$ cat src/rtl/txcr_pkg.sv
package txcr_pkg;
    typedef enum logic [1:0] {
        ST_OFF  = 2'd0,
        ST_IDLE = 2'd1,
        ST_SCAN = 2'd2,
        ST_DONE = 2'd3
    } txcr_state_e;
endpackage

$ cat src/rtl/txcr_fsm.sv
module txcr_fsm
    import txcr_pkg::*;
(
    input  logic clk_i,
    input  logic rst_ni,
    input  logic init_i,
    input  logic query_i,
    input  logic caught_i,
    output logic enq_ready_o,
    output logic capture_o,
    output logic scan_step_o,
    output logic report_o
);
    txcr_state_e state_q, state_d;

    always_comb begin
        state_d = state_q;
        if (init_i) begin
            state_d = ST_IDLE;                       // reinit
        end else begin
            unique case (state_q)
                ST_OFF:  state_d = ST_OFF;
                ST_IDLE: if (query_i) state_d = ST_SCAN;    // query-start
                ST_SCAN: if (caught_i) state_d = ST_DONE;   // caught-up
                ST_DONE: state_d = ST_IDLE;                 // report-end
                default: state_d = ST_OFF;
            endcase
        end
    end

    always_ff @(posedge clk_i or negedge rst_ni) begin
        if (!rst_ni) state_q <= ST_OFF;
        else         state_q <= state_d;
    end

    always_comb begin
        enq_ready_o = (state_q == ST_IDLE) && !init_i;
        capture_o   = (state_q == ST_IDLE) && query_i && !init_i;
        scan_step_o = (state_q == ST_SCAN) && !caught_i && !init_i;
        report_o    = (state_q == ST_DONE);
    end

    assert_report_once_R5: assert property (@(posedge clk_i) disable iff (!rst_ni)
        (state_q == ST_DONE) |=> (state_q != ST_DONE));

    assert_scan_exit_R4: assert property (@(posedge clk_i) disable iff (!rst_ni)
        (state_q == ST_SCAN && !init_i) |=> (state_q == ST_SCAN || state_q == ST_DONE));
endmodule

$ cat src/rtl/txcr_size_queue.sv
module txcr_size_queue #(
    parameter int IDX_W   = 4,
    parameter int SPACE_W = 16
) (
    input  logic               clk_i,
    input  logic               rst_ni,
    input  logic               wr_en_i,
    input  logic [IDX_W-1:0]   wr_idx_i,
    input  logic [SPACE_W-1:0] wr_data_i,
    input  logic [IDX_W-1:0]   rd_idx_i,
    output logic [SPACE_W-1:0] rd_data_o
);
    localparam int DEPTH = 2 ** IDX_W;

    logic [SPACE_W-1:0] slot_q [DEPTH];

    always_ff @(posedge clk_i or negedge rst_ni) begin
        if (!rst_ni) begin
            for (int i = 0; i < DEPTH; i++) slot_q[i] <= '0;
        end else if (wr_en_i) begin
            slot_q[wr_idx_i] <= wr_data_i;
        end
    end

    assign rd_data_o = slot_q[rd_idx_i];
endmodule

$ cat src/rtl/txcr_credit_dp.sv
module txcr_credit_dp #(
    parameter int IDX_W   = 4,
    parameter int CNT_W   = 16,
    parameter int SPACE_W = 16
) (
    input  logic               clk_i,
    input  logic               rst_ni,
    input  logic               init_i,
    input  logic [SPACE_W-1:0] init_size_i,
    input  logic [IDX_W-1:0]   init_rdcnt_i,
    input  logic               enq_fire_i,
    input  logic [SPACE_W-1:0] enq_size_i,
    input  logic               capture_i,
    input  logic [IDX_W-1:0]   hw_rdcnt_i,
    input  logic               scan_step_i,
    input  logic [SPACE_W-1:0] ret_size_i,
    output logic [IDX_W-1:0]   wr_idx_o,
    output logic [IDX_W-1:0]   rd_idx_o,
    output logic               caught_o,
    output logic [SPACE_W-1:0] space_o
);
    localparam int                 MASK     = 2 ** IDX_W - 1;
    localparam logic [CNT_W-1:0]   FULL_LVL = CNT_W'(MASK);
    localparam logic [CNT_W-1:0]   ONE      = CNT_W'(1);

    logic [SPACE_W-1:0] free_q;
    logic [CNT_W-1:0]   wr_q, rd_q;
    logic [IDX_W-1:0]   tgt_q;
    logic [CNT_W-1:0]   pending;

    always_ff @(posedge clk_i or negedge rst_ni) begin
        if (!rst_ni) begin
            free_q <= '0;
            wr_q   <= '0;
            rd_q   <= '0;
            tgt_q  <= '0;
        end else if (init_i) begin
            free_q <= init_size_i;
            wr_q   <= CNT_W'(init_rdcnt_i);
            rd_q   <= CNT_W'(init_rdcnt_i);
            tgt_q  <= init_rdcnt_i;
        end else begin
            if (enq_fire_i) begin
                free_q <= free_q - enq_size_i;
                wr_q   <= wr_q + ONE;
            end else if (scan_step_i) begin
                free_q <= free_q + ret_size_i;
                rd_q   <= rd_q + ONE;
            end
            if (capture_i) tgt_q <= hw_rdcnt_i;
        end
    end

    assign wr_idx_o = wr_q[IDX_W-1:0];
    assign rd_idx_o = rd_q[IDX_W-1:0];
    assign caught_o = (rd_q[IDX_W-1:0] == tgt_q);
    assign pending  = wr_q - rd_q;
    assign space_o  = (pending >= FULL_LVL) ? '0 : free_q;

    assert_init_load_R2: assert property (@(posedge clk_i) disable iff (!rst_ni)
        init_i |=> (rd_q == wr_q && free_q == $past(init_size_i)));

    assert_enq_deduct_R3: assert property (@(posedge clk_i) disable iff (!rst_ni)
        (enq_fire_i && !init_i) |=> (free_q == $past(free_q) - $past(enq_size_i)
                                     && wr_q == $past(wr_q) + ONE));

    assert_step_one_R5: assert property (@(posedge clk_i) disable iff (!rst_ni)
        (scan_step_i && !enq_fire_i && !init_i) |=> (rd_q == $past(rd_q) + ONE));
endmodule

$ cat src/rtl/tx_credit_tracker.sv
module tx_credit_tracker #(
    parameter int IDX_W   = 4,
    parameter int CNT_W   = 16,
    parameter int SPACE_W = 16
) (
    input  logic               clk_i,
    input  logic               rst_ni,
    input  logic               init_i,
    input  logic [SPACE_W-1:0] init_size_i,
    input  logic [IDX_W-1:0]   init_rdcnt_i,
    input  logic               enq_valid_i,
    input  logic [SPACE_W-1:0] enq_size_i,
    output logic               enq_ready_o,
    input  logic [IDX_W-1:0]   hw_rdcnt_i,
    input  logic               query_i,
    output logic               space_valid_o,
    output logic [SPACE_W-1:0] space_o
);
    logic               capture, scan_step, caught, enq_fire, report;
    logic [IDX_W-1:0]   wr_idx, rd_idx;
    logic [SPACE_W-1:0] ret_size, space_raw;

    txcr_fsm u_fsm (
        .clk_i       (clk_i),
        .rst_ni      (rst_ni),
        .init_i      (init_i),
        .query_i     (query_i),
        .caught_i    (caught),
        .enq_ready_o (enq_ready_o),
        .capture_o   (capture),
        .scan_step_o (scan_step),
        .report_o    (report)
    );

    assign enq_fire = enq_valid_i && enq_ready_o;

    txcr_size_queue #(.IDX_W(IDX_W), .SPACE_W(SPACE_W)) u_queue (
        .clk_i     (clk_i),
        .rst_ni    (rst_ni),
        .wr_en_i   (enq_fire),
        .wr_idx_i  (wr_idx),
        .wr_data_i (enq_size_i),
        .rd_idx_i  (rd_idx),
        .rd_data_o (ret_size)
    );

    txcr_credit_dp #(.IDX_W(IDX_W), .CNT_W(CNT_W), .SPACE_W(SPACE_W)) u_dp (
        .clk_i        (clk_i),
        .rst_ni       (rst_ni),
        .init_i       (init_i),
        .init_size_i  (init_size_i),
        .init_rdcnt_i (init_rdcnt_i),
        .enq_fire_i   (enq_fire),
        .enq_size_i   (enq_size_i),
        .capture_i    (capture),
        .hw_rdcnt_i   (hw_rdcnt_i),
        .scan_step_i  (scan_step),
        .ret_size_i   (ret_size),
        .wr_idx_o     (wr_idx),
        .rd_idx_o     (rd_idx),
        .caught_o     (caught),
        .space_o      (space_raw)
    );

    assign space_valid_o = report;
    assign space_o       = report ? space_raw : '0;

    assert_no_enq_in_replay_R7: assert property (@(posedge clk_i) disable iff (!rst_ni)
        space_valid_o |-> $past(!enq_ready_o));
endmodule

$ cat config.mk
export PLATFORM = sky130hd
export DESIGN_NAME = tx_credit_tracker
export DESIGN_NICKNAME = d
export VERILOG_FILES = /design/src/rtl/txcr_pkg.sv /design/src/rtl/txcr_fsm.sv /design/src/rtl/txcr_size_queue.sv /design/src/rtl/txcr_credit_dp.sv /design/src/rtl/tx_credit_tracker.sv
export SDC_FILE = /design/constraint.sdc
export NUM_CORES = 1
export LEC_CHECK = 0
export BUFFER_PORTS_ARGS = -buffer_cell sky130_fd_sc_hd__buf_2
export CAP_MARGIN = 40
export CORE_MARGIN = 2
export CORE_UTILIZATION = 60
export CTS_CLUSTER_SIZE = 28
export DETAILED_ROUTE_END_ITERATION = 7
export GPL_ROUTABILITY_DRIVEN = 1
export HOLD_SLACK_MARGIN = 0.02
export PLACE_DENSITY = 0.78
export SLEW_MARGIN = 20
export SYNTH_ARGS = -nofsm -noshare
export SYNTH_HDL_FRONTEND = slang
export SYNTH_SLANG_ARGS = --single-unit
$ cat constraint.sdc
create_clock -name clk_i -period 9.3 [get_ports clk_i]
set_input_delay 0.93 -clock clk_i [delete_from_list [all_inputs] [get_ports clk_i]]
set_output_delay 0.93 -clock clk_i [all_outputs]
set_load 0.02 [all_outputs]
==> flow_summary_export.csv, run 1 <==
group,metric,value,unit
timing,skew,25.0,ps
final_layout,drive_above_1_share,35.4,%
yosys,synth_top_cell_area_share,47.8,%
yosys,synth_area,0.0162,sq mm
yosys,synthCells,1301,
clocking,worstSkewPairLatency,520,ps
floorplanning,fp.dieH,168,um
yosys,synthArstFlopShare,100,%
drt,dr.pass1.iters,6,
grt,grt_pass1_wl,63.3,mm
clocking,cts_buffer_depth,3,
worst_setup_path,worstSetupPathType,"reg -> reg",
power_and_ir_drop,p_leak,8.54,nW
yosys,synth.area.top_cells,"dfrtp_1 (48%), mux2_2 (18%), mux4_2 (9.0%)",
status,status,"complete, no violations",
drt,drt_iter0_markers,1100,
yosys,yosys_warnings,0,
placed_design,post-dp-hpwl,26.9,mm
yosys,synth_top_area_cell,"dfrtp_1",
grt,antenna_found_initial,0,
clocking,ctsHoldBuffers,0,
floorplanning,die-area,0.0284,sq mm
yosys,yosysSeqAreaShare,47.8,%
power_and_ir_drop,vdd_drop_max,0.140,mV
yosys,synth_edf_count,0,
clocking,cts_resized,0,
placed_design,place_area,0.0171,sq mm
final_layout,utilization,68.0,%
final_layout,nets,1441,
yosys,synthFlopType,"dfrtp_1",
placed_design,gp_congestion,0.849,
timing,finalMaxSlewViolations,0,
worst_setup_path,start_kind,"flip-flop",
timing,tns,0,ps
run,maxCapViolations,0,
grt,grt.total_usage,28.9,%
timing,finalWorstSetupSlack,3290,ps
drt,vias,11100,
drt,wl_per_cell,23.3,um
yosys,syn_nets,1387,
clocking,clock_sinks,310,
yosys,synth-seq-cells,310,
worst_setup_path,crit_required,9740,ps
timing,tightest_slew,883,ps
final_layout,final_cell_area,0.0182,sq mm
grt,grt_max_degree,90,
final_layout,diodes,0,
timing,relSlewSlack,41.2,%
timing,rsz0062_at_grt,"false",
timing,fmax,166,MHz
floorplanning,start_util,60.7,%
yosys,synthTopCellsByCount,"dfrtp_1 (310), mux2_2 (258), nor2_1 (68)",
placed_design,io_buffers,62,
floorplanning,die_w,168,um
final_layout,synthToLayoutAreaGrowth,12.1,%
drt,ant_nets,0,
drt,drc,0,
floorplanning,std_cell_rows,60,
yosys,yosysUniqueCellTypes,68,
grt,grt_pass1_vias,11300,
drt,avgViaCountPerCell,6.43,
clocking,cts_root_buf,"clkbuf_16",
worst_setup_path,arrival,6450,ps
timing,period_share,64.6,%
clocking,postCtsSetupRepairBufs,0,
yosys,syn_area_per_cell,12.5,sq um
worst_setup_path,worst_setup_path_end_kind,"flip-flop",
worst_hold_path,hold_path_class,"in -> async",
clocking,clk_pin_slew,60,ps
clocking,cts_tree,"built",
timing,finalSetupViolCount,0,
worst_setup_path,cp_max_fo,47,
power_and_ir_drop,p_per_area,314,mW/mm^2
placed_design,pre_cts_slack,3350,ps
timing,fin_crit,6010,ps
grt,overflow,0,
drt,wirelength,40.0,mm
clocking,htreeDepth,2,
floorplanning,ios,63,
final_layout,num-fill-cells,1838,
timing,finalHoldViolCount,0,
floorplanning,coreArea,0.0267,sq mm
yosys,synth.most_common_cell,"dfrtp_1",
clocking,cts-buffers-inserted,34,
-- cells in the final DEF (no fill, tap or decap), types with 11 or more instances in the layout --
| cell | n |
|---|---|
| dfrtp_1 | 308 |
| mux2_2 | 258 |
| nor2_1 | 68 |
| nand2_1 | 67 |
| mux4_2 | 65 |
| buf_2 | 61 |
| inv_1 | 48 |
| a21oi_1 | 43 |
| o21ai_0 | 43 |
| ha_1 | 39 |
| clkbuf_16 | 35 |
| nor3_1 | 31 |
| xnor2_1 | 30 |
| nand3_1 | 24 |
| xor2_1 | 21 |
| mux2i_1 | 21 |
| a22oi_1 | 18 |
| buf_4 | 17 |
| nor2b_1 | 12 |
| clkbuf_8 | 11 |
-- critical path, stage by stage (launching register included) --
cell	delay, ps
dfrtp_4	670
buf_4	630
mux4_2	400
a22o_1	250
a221oi_2	320
ha_1	240
nor2b_1	270
o21ai_0	140
o21ai_0	150
ha_1	340
o21a_1	200
o31ai_1	110
a21oi_1	170
o2111ai_1	290
a31oi_1	160
o41ai_1	600
xnor3_1	530
a221o_1	350
nand3_1	70
-- final cells by class --
type                       instances  area, sq um  area share, %
sequential                       310         7760           42.7
multi-input combinational        866         7940           43.7
clock buffer                      50         1040           5.73
tap                              341          427           2.35
inverter                          49          184           1.01
clock inverter                    10         81.3          0.447
timing repair buffer              94          741           4.07
-- state kept, by name, indices dropped and copies added (netlist names) --
signal          flops
u_dp.free_q        16
u_dp.rd_q          16
u_dp.tgt_q          4
u_dp.wr_q          16
u_fsm.state_q       2
u_queue.slot_q    256
-- kinds of logic after synthesis --
kind of cell / share of synthesized area [%]
xor gates and xnor gates: 2.89
buffers and inverters: 3.17
and+or+nand+nor: 7.43
DFF: 47.8
muxes: 28.2
AOI/OAI and AO/OA: 7.16
adders and majority gates: 3.26
-- per-stage QoR --
step,hold slack (ps),total power [mW],std cells
2_1_floorplan,474,3.79,1301
3_3_place_gp,482,4.19,1643
3_5_place_dp,487,4.33,1660
4_1_cts,461,5.69,1720
5_1_grt,476,6.03,1720
6_report,415,5.70,1720
-- worst paths after layout --
path                                            startpoint                              end  slack (ps)  cells past startpoint
min                                                 rst_ni        u_dp.wr_q[11]$_DFFE_PN0P_         410                      1
max reg2reg                       u_dp.rd_q[1]$_DFFE_PN0P_      u_dp.free_q[15]$_DFFE_PN0P_        3290                     18
max in group asynchronous                           rst_ni  u_queue.slot_q[183]$_DFFE_PN0P_        7640                      3
min in group clk_i         u_queue.slot_q[218]$_DFFE_PN0P_  u_queue.slot_q[218]$_DFFE_PN0P_         500                      1
max                               u_dp.rd_q[1]$_DFFE_PN0P_      u_dp.free_q[15]$_DFFE_PN0P_        3290                     18
min reg2reg                u_queue.slot_q[218]$_DFFE_PN0P_  u_queue.slot_q[218]$_DFFE_PN0P_         500                      1
-- power breakdown --
| part | internal, mW | switching [mW] |
|---|---|---|
| Combinational | 1.16 | 1.05 |
| Clock | 0.804 | 0.540 |
| Sequential | 1.84 | 0.314 |
-- layer usage --
metal | GRT usage (%) | routed length, um
met5 | 0 | 0
met4 | 8.47 | 985
met3 | 6.21 | 3010
met2 | 46.0 | 18700
met1 | 40.4 | 17300
No activity file was read; power rests on OpenSTA's default activity.
==> run 2, diff against run 1 <==
--- a/config.mk
+++ b/config.mk
@@ -8,12 +8,12 @@
 export BUFFER_PORTS_ARGS = -buffer_cell sky130_fd_sc_hd__buf_2
 export CAP_MARGIN = 40
 export CORE_MARGIN = 2
-export CORE_UTILIZATION = 60
+export CORE_UTILIZATION = 56
 export CTS_CLUSTER_SIZE = 28
 export DETAILED_ROUTE_END_ITERATION = 7
 export GPL_ROUTABILITY_DRIVEN = 1
 export HOLD_SLACK_MARGIN = 0.02
-export PLACE_DENSITY = 0.78
+export PLACE_DENSITY = 0.76
 export SLEW_MARGIN = 20
 export SYNTH_ARGS = -nofsm -noshare
 export SYNTH_HDL_FRONTEND = slang
==> constraint.sdc (replaced) <==
create_clock -name clk_i -period 4.85 [get_ports clk_i]
set_input_delay 0.485 -clock clk_i [delete_from_list [all_inputs] [get_ports clk_i]]
set_output_delay 0.485 -clock clk_i [all_outputs]
set_load 0.02 [all_outputs]
==> run 2 against run 1 <==
Effect of this change:
- sequential share of layout area is 0.57 points lower
- global-route usage down 1.2 points
- total power up 95%
- largest cell class unchanged
- sequential cell count unchanged
- non-clock buffer count up 27
- setup slack got worse by 3100 ps
- critical path depth shrank 3
- sequential power rose by 91%
==> flow_summary_export.csv, run 2 (synthesized netlist as in run 1, its figures left out) <==
group,metric,value,unit
worst_setup_path,path_delay_family,"compound AO/OA/AOI/OAI gates",
grt,busiest_layer,"met2",
floorplanning,fp.dieH,174,um
final_layout,final_cell_mix,"dfrtp_1 (308), mux2_2 (258), nor2_1 (68)",
drt,wirelength,40.9,mm
drt,vias,11300,
placed_design,post-dp-hpwl,27.4,mm
timing,skew,13.8,ps
timing,relSlewSlack,42.5,%
clocking,cts_tree,"built",
clocking,htreeDepth,2,
drt,dr.pass1.iters,7,
clocking,clock_sinks,310,
grt,grt_util_met1,39.4,%
worst_setup_path,max_stage_delay,520,ps
power_and_ir_drop,power.internal,7.35,mW
worst_setup_path,regToRegSetupSlack,200,ps
worst_setup_path,worst_setup_path_end_kind,"output port",
run,maxCapViolations,0,
timing,finalHoldViolCount,0,
drt,drt_iter0_markers,1043,
drt,wl_per_cell,22.9,um
timing,fmax,215,MHz
timing,rsz0062_at_grt,"true",
final_layout,top_register,"u_queue.slot_q",
power_and_ir_drop,p_per_area,605,mW/mm^2
worst_setup_path,arrival,4180,ps
timing,fin_crit,4660,ps
final_layout,synthToLayoutAreaGrowth,13.7,%
final_layout,drive_above_1_share,37.5,%
power_and_ir_drop,vdd_drop_max,0.276,mV
placed_design,io_buffers,62,
grt,grt_use_met3,4.68,%
clocking,worstSkewPairLatency,520,ps
power_and_ir_drop,combPwrFrac,40.6,%
clocking,cts_buffer_depth,3,
worst_setup_path,worstSetupPathType,"reg -> out",
worst_setup_path,slowest_stage,"dfrtp_4",
power_and_ir_drop,switching_share,34.1,%
final_layout,nets,1468,
power_and_ir_drop,power.share.sequential,36.9,%
timing,period_share,96.1,%
worst_hold_path,hold_path_class,"in -> async",
placed_design,place_area,0.0172,sq mm
worst_setup_path,rr_worst_depth,18,
timing,finalMaxSlewViolations,0,
grt,antenna_found_initial,1,
power_and_ir_drop,p_leak,8.63,nW
timing,finalSetupViolCount,0,
clocking,cts-buffers-inserted,34,
timing,worst_hold_slack,2.27,ps
floorplanning,die-area,0.0303,sq mm
final_layout,register_area,0.00776,sq mm
floorplanning,coreArea,0.0286,sq mm
floorplanning,die_w,174,um
final_layout,final_common_cell,"dfrtp_1",
worst_setup_path,r2r-start,"u_dp.rd_q[1]$_DFFE_PN0P_",
power_and_ir_drop,p_clk_share,22.5,%
grt,grt.total_usage,27.6,%
final_layout,multiInputGateArea,0.00805,sq mm
floorplanning,start_util,56.6,%
worst_setup_path,path_cells,"buf_4, buf_12, ha_1, fa_1, nor2b_1, o21a_1, o21a_1, o2111ai_1, a31oi_2, o211ai_1, a211oi_2, o21ai_2, buf_4, nor3_1, buf_2",
grt,grt_pass1_vias,11500,
final_layout,largest_reg_flops,256,
worst_setup_path,critPathBufInv,4,
drt,avgViaCountPerCell,6.32,
worst_setup_path,start_kind,"flip-flop",
grt,grt_util_met2,43.1,%
grt,grt_max_degree,125,
clocking,cts_root_buf,"clkbuf_16",
placed_design,gp_congestion,0.950,
clocking,clk_pin_slew,60,ps
status,status,"complete, no violations",
timing,tightest_slew,863,ps
final_layout,final_cell_area,0.0184,sq mm
grt,overflow,0,
drt,drc,0,
final_layout,num-fill-cells,2117,
floorplanning,std_cell_rows,62,
floorplanning,ios,63,
worst_setup_path,timing.rr.end,"u_dp.free_q[15]$_DFFE_PN0P_",
drt,ant_nets,0,
power_and_ir_drop,p_sw,3.80,mW
grt,grt_pass1_wl,65.3,mm
worst_setup_path,cp_max_fo,19,
worst_setup_path,crit_required,4370,ps
## run 2: cell count changes in the layout (fill, tap and decap cells not counted), moves of 3 or more
cell,delta
clkbuf_8,-4
buf_4,+32
clkinv_2,-3
buf_8,-4
buf_12,+4
buf_16,-5
## run 2: worst max-delay path by stage
stage / startpoint / endpoint / slack (ps) / cells after the start
final: u_dp.rd_q[0]$_DFFE_PN0P_ / space_o[6] / 190 / 15
after detailed placement: u_dp.rd_q[1]$_DFFE_PN0P_ / u_dp.free_q[15]$_DFFE_PN0P_ / 70 / 18
after global placement: u_dp.rd_q[1]$_DFFE_PN0P_ / u_dp.free_q[15]$_DFFE_PN0P_ / 190 / 18
after global routing: u_dp.rd_q[0]$_DFFE_PN0P_ / u_dp.free_q[15]$_DFFE_PN0P_ / -30 / 16
after floorplan: u_dp.rd_q[1]$_DFFE_PN0P_ / u_dp.free_q[15]$_DFFE_PN0P_ / 120 / 20
after CTS: u_dp.rd_q[0]$_DFFE_PN0P_ / u_dp.free_q[15]$_DFFE_PN0P_ / 20 / 17
## run 2: through the flow
stage	util, %	power (mW)	setup WS [ps]	setup TNS (ps)	cells
final	64.4	11.1	190	0	1789
after global routing	64.4	11.8	-29.2	-37.9	1789
after CTS	63.9	11.0	17.3	0	1783
after detailed placement	60.0	8.44	67.0	0	1722
after global placement	59.7	8.20	187	0	1716
after floorplan	-	7.27	123	0	1301
## run 2: final cells by class
cell class | count | share of cell area [%]
clock buffer | 47 | 5.26
inverter | 49 | 0.998
timing repair buffer | 121 | 4.68
tap | 384 | 2.61
clock inverter | 11 | 0.591
antenna | 1 | 0.0136
sequential | 310 | 42.1
multi-input combinational | 866 | 43.7
## run 2: power by group through the flow
stage | clock network [mW] | registers (mW) | logic (mW)
2_1_floorplan | 0 | 3.89 | 3.39
3_3_place_gp | 0 | 4.07 | 4.13
3_5_place_dp | 0 | 4.14 | 4.30
4_1_cts | 2.54 | 4.09 | 4.37
5_1_grt | 2.66 | 4.20 | 4.97
6_report | 2.51 | 4.11 | 4.53
## run 2: timing repair
action | CTS | global route
buffers inserted | 3 | 5
pin swaps | 0 | 5
endpoints found under the setup margin | 1 | 19
hold endpoints to repair | 0 | 0
gates resized for setup | 1 | 17
hold buffers | 0 | 0
## run 2: per-layer routing
metal	vias up	part of all wire, %
met4	0	3.2
li1	4940	-
met1	5845	43
met3	88	6.8
met5	-	0
met2	437	47
## run 2: worst reg2reg max path, stage by stage, from the launching register on
cell	delay (ps)
dfrtp_4	520
buf_4	190
buf_12	160
or2_2	300
o32a_1	350
o221a_2	150
a32oi_1	490
nor3_2	160
and3_1	220
o21ai_0	120
o21ai_0	150
ha_1	320
o21a_1	170
o211ai_1	210
a31oi_2	80
o41ai_4	270
xnor3_1	300
a221o_1	360
nand3_1	70
